## src/rtl/wavepat_pkg.sv

```systemverilog
package wavepat_pkg;
  // Default number of steps in one pattern cycle.
  localparam int unsigned WP_STEPS = 8;
  // Width of the step counter for the default step count.
  localparam int unsigned WP_CNT_W = $clog2(WP_STEPS);
endpackage

```

## src/rtl/wavepat_step_ctr.sv

```systemverilog
module wavepat_step_ctr #(
  parameter int unsigned STEPS = wavepat_pkg::WP_STEPS,
  localparam int unsigned CNT_W = $clog2(STEPS)
) (
  input  logic             clk,
  input  logic             rst,
  output logic [CNT_W-1:0] step,
  output logic             at_last
);
  localparam logic [CNT_W-1:0] LAST = CNT_W'(STEPS - 1);

  assign at_last = (step == LAST);

  always_ff @(posedge clk) begin
    if (rst) begin
      step <= '0;
    end else if (at_last) begin
      step <= '0;
    end else begin
      step <= step + CNT_W'(1);
    end
  end
endmodule

```

## src/rtl/wavepat_hold.sv

```systemverilog
module wavepat_hold #(
  parameter int unsigned STEPS = wavepat_pkg::WP_STEPS
) (
  input  logic             clk,
  input  logic             load,
  input  logic [STEPS-1:0] pat_d,
  output logic [STEPS-1:0] pat_q
);
  // Holding register: the pattern is updated only at a cycle boundary.
  always_ff @(posedge clk) begin
    if (load) begin
      pat_q <= pat_d;
    end
  end
endmodule

```

## src/rtl/wavepat_sel.sv

```systemverilog
module wavepat_sel #(
  parameter int unsigned STEPS = wavepat_pkg::WP_STEPS,
  localparam int unsigned CNT_W = $clog2(STEPS)
) (
  input  logic             clk,
  input  logic             rst,
  input  logic [CNT_W-1:0] sel,
  input  logic [STEPS-1:0] pat,
  output logic             q
);
  logic [STEPS-1:0] hit;
  logic             pick;

  // Decoded AND-OR selector: one term per pattern bit.
  for (genvar g = 0; g < STEPS; g++) begin : g_term
    assign hit[g] = (sel == CNT_W'(g)) & pat[g];
  end

  assign pick = |hit;

  always_ff @(posedge clk) begin
    if (rst) begin
      q <= 1'b0;
    end else begin
      q <= pick;
    end
  end
endmodule

```

## src/rtl/wavepat_gen.sv

```systemverilog
module wavepat_gen #(
  parameter int unsigned STEPS = wavepat_pkg::WP_STEPS,
  localparam int unsigned CNT_W = $clog2(STEPS)
) (
  input  logic             clk,
  input  logic             rst,
  input  logic [STEPS-1:0] pattern_in,
  output logic             wave,
  output logic [CNT_W-1:0] count
);
  logic [CNT_W-1:0] step;
  logic             at_last;
  logic [STEPS-1:0] pat_active;

  wavepat_step_ctr #(.STEPS(STEPS)) u_ctr (
    .clk     (clk),
    .rst     (rst),
    .step    (step),
    .at_last (at_last)
  );

  wavepat_hold #(.STEPS(STEPS)) u_hold (
    .clk   (clk),
    .load  (rst | at_last),
    .pat_d (pattern_in),
    .pat_q (pat_active)
  );

  wavepat_sel #(.STEPS(STEPS)) u_sel (
    .clk (clk),
    .rst (rst),
    .sel (step),
    .pat (pat_active),
    .q   (wave)
  );

  assign count = step;
endmodule

```

## config.mk

```make
export PLATFORM = sky130hd
export DESIGN_NAME = wavepat_gen
export DESIGN_NICKNAME = d
export VERILOG_FILES = /design/src/rtl/wavepat_pkg.sv /design/src/rtl/wavepat_step_ctr.sv /design/src/rtl/wavepat_hold.sv /design/src/rtl/wavepat_sel.sv /design/src/rtl/wavepat_gen.sv
export SDC_FILE = /design/constraint.sdc
export NUM_CORES = 1
export LEC_CHECK = 0
export CAP_MARGIN = 20
export CORE_AREA = 2 2 39 41
export DETAILED_ROUTE_END_ITERATION = 6
export DIE_AREA = 0 0 41 43
export GPL_ROUTABILITY_DRIVEN = 0
export PLACE_DENSITY = 0.69
export SYNTH_ARGS = -nofsm -noshare
export SYNTH_HDL_FRONTEND = slang
export SYNTH_HIERARCHICAL = 1
export SYNTH_SLANG_ARGS = --single-unit
```

## constraint.sdc

```tcl
create_clock -name clk -period 3.2 [get_ports clk]
set_input_delay 0.48 -clock clk [delete_from_list [all_inputs] [get_ports clk]]
set_output_delay 0.48 -clock clk [all_outputs]
set_load 0.01 [all_outputs]
```

==> results.md <==
* Final non-filler cell area at 622 µm²
* Full die area at 0.00176 mm²
* Buffers on Ports at 13
* Dominant cells by area after synthesis: edfxtp_1, dfxtp_1, mux4_1, ha_1, mux2i_1
* Wire length of the first global-routing pass at 1040 µm
* Netlist area before placement at 445 µm²
* Portion of the clock cycle consumed by the worst path in the final layout at 55.3%
* # rows at 14
* Crit path max fanout at 5
* Post-synthesis instance total at 26
* Int Pwr at 0.247 mW
* Vias at 271
* Largest net degree at the start of global routing at 9
* Nature of the critical path startpoint: flip-flop
* Wire length after detailed routing at 675 µm
* Hold Startpoint: u_ctr/step[0]$_SDFF_PP0_
* Unrepaired setup endpoints after global routing: no
* Root buffer cell: clkbuf_4
* Post-Synthesis Net Count at 38
* Maximum single-stage delay on the critical path at 0.58 ns
* Post-CTS Setup Inserts at 0
* Highest-count cells in the layout ignoring fill and taps: clkdlybuf4s50_1, edfxtp_1, dfxtp_1
* Master of the slowest instance on the critical path: clkdlybuf4s50_1
* I/O pin count at 14
* CTS tree: done
* Fraction of power consumed by the clock network at 29.4%
* Worst R2R End: u_hold/pat_q[7]$_DFFE_PP_
* Setup Skew at 0.00641 ns
* Worst Setup Slack post-DPL at 1.48 ns
* Number of nets still failing antenna checks after routing at 0
* Area Growth Syn to Fin at 39.6%
* Vert. Die Dim at 43 µm
* CTS resizes at 0
* Post-place instance area at 596 µm²
* Arr. time, crit path at 1.29 ns
* Power density over cell area at 503 mW/mm²
* Warnings, synthesis at 6
* Flip-flop and latch count after synthesis at 12
* Max cap viols at 0
* Number of buffers added by the clock tree synthesis step at 3
* Number of violations reported at the end of detailed-routing iteration 0 at 2
* Clock Latency Late Sink at 0.27 ns
* Total number of nets in the final design at 56
* Post-synth top area cell: edfxtp_1
* Cells traversed along the worst timing path: clkdlybuf4s50_1
* Final min period at 1.77 ns
* Number of distinct library cells after synthesis at 12
* Mean area per synthesized cell at 17.1 µm²
* Via count of the first global-routing pass at 270
* Critical R2R Launch: u_ctr/step[1]$_SDFF_PP0_
* Data required time of the critical path at 2.72 ns
* # clock sinks at 12
* Most common cell after layout, fill and taps aside: clkdlybuf4s50_1
* Final-layout fill cell count at 131
* First-pass detailed-route iteration total at 2
* Area fraction of the dominant cell type after synthesis at 53.9%
* H-Tree Depth at 1
* Placeable core region at 0.00138 mm²
* Worst setup slack after layout at 1.43 ns
* Global routing usage summed across all routing layers at 9.12%
* LEAKAGE at 0.231 nW
* Run status: finished, final reports clean
* Gate family responsible for the most delay along the worst path: buffers and inverters
* Hold WS at 0.510 ns
* Antenna violations before repair at 0
* Sequential Power Share at 58.5%
* CTS Hold Bufs at 0
* Critical path start-end classification: flip-flop to output port
* Setup_tns at 0 ns
* Worst path bufs/invs at 1
* Achievable frequency at 0.565 GHz
* Total global routing overflow at 0
* Post-detailed-route wirelength per cell at 11.4 µm
* Net switching component of the power at 0.0653 mW
* Chip width at 41 µm
* Final Hold Fails at 0
* Slew at the pin closest to its max-slew limit at 0.343 ns
* Initial standard-cell utilization of the core at 32.2%
* Proportion of total power due to net switching at 20.9%
* Setup slack, reg-to-reg at 1.73 ns
* Clock-pin slew reported for the worst setup and hold paths after clock tree synthesis at 0.08 ns
* Part of the Yosys area used for sequential elements at 71.9%
* Path class of the lowest-slack min-delay path: flip-flop to flip-flop
* Fraction of layout instances using a drive strength above 1 at 6.98%
* Part of the total power dissipated in combinational logic at 12.1%
* Critical Path Sink Type: output port
* Worst voltage drop across the vdd grid at 0.281 mV
* Max-slew violation total from the final report at 0
* Post-detailed-route DRC marker count at 0
* Cell depth of the worst min-delay path at 1
* Endpoint, Worst Hold: u_ctr/step[0]$_SDFF_PP0_
* Antenna fix cells at 0
* Length in cells of the worst reg-to-reg path at 3
* Worst slew margin relative to its limit at 77.2%
* Routed via count divided by cell count at 4.59
* Buffers from clock root to sink, at most at 2
* Setup violation total in the final timing report at 0
[registers in the layout (all words and copies together), names as in the netlist]
name,count
u_hold/pat_q,8
u_sel/q,1
u_ctr/step,3
[through the flow]
stage	total power, mW	util, %	instances
2_1_floorplan	0.201	-	26
3_3_place_gp	0.223	43.0	55
3_5_place_dp	0.226	43.0	55
4_1_cts	0.318	44.9	59
5_1_grt	0.328	44.9	59
6_report	0.313	44.9	59
[synthesized netlist by cell type, drive strengths merged]
| cell type | count |
|---|---|
| nor3 | 1 |
| dfxtp | 4 |
| nor2 | 2 |
| a311oi | 1 |
| inv | 1 |
| mux2i | 2 |
| mux4 | 1 |
| edfxtp | 8 |
| a21o | 1 |
| ha | 2 |
| or2 | 1 |
| nor3b | 2 |
[power groups by stage]
stage | clock [mW] | combinational (mW) | sequential (mW)
after floorplan | 0 | 0.0134 | 0.187
after global placement | 0 | 0.0375 | 0.186
after detailed placement | 0 | 0.0389 | 0.187
after CTS | 0.0954 | 0.0389 | 0.183
after global routing | 0.101 | 0.0428 | 0.184
final | 0.0918 | 0.0380 | 0.183
[logic make-up after synthesis]
logic type	synth area share [%]
compound gates	3.65
fa+ha+maj	5.62
buf+inv	0.842
flops	71.9
mux	10.4
simple gates	7.58
[area by class of cell]
| cell class | count | area [µm²] | share of cell area (%) |
|---|---|---|---|
| sequential | 12 | 320 | 51.5 |
| timing repair buffer | 13 | 130 | 20.9 |
| multi-input combinational | 13 | 121 | 19.5 |
| clock buffer | 3 | 22.5 | 3.62 |
| tap | 16 | 20.0 | 3.22 |
| clock inverter | 1 | 3.75 | 0.604 |
| inverter | 1 | 3.75 | 0.604 |
[worst max path at each step]
stage	start	slack, ns	endpoint	depth (start not counted)
after floorplan	u_ctr/step[0]$_SDFF_PP0_	1.83	u_hold/pat_q[0]$_DFFE_PP_	3
after global placement	rst	1.53	u_hold/pat_q[2]$_DFFE_PP_	2
after detailed placement	rst	1.48	u_hold/pat_q[2]$_DFFE_PP_	2
after CTS	u_ctr/step[2]$_SDFF_PP0_	1.41	count[2]	1
after global routing	u_ctr/step[2]$_SDFF_PP0_	1.38	count[2]	1
final	u_ctr/step[2]$_SDFF_PP0_	1.43	count[2]	1
[layer usage]
| layer | GRT usage (%) | part of all wire [%] |
|---|---|---|
| met5 | 0 | 0 |
| met3 | 3.14 | 7.3 |
| met4 | 4.00 | 0 |
| met1 | 10.3 | 40 |
| met2 | 14.7 | 52 |
Note: power is estimated with default switching activity, not from simulation.
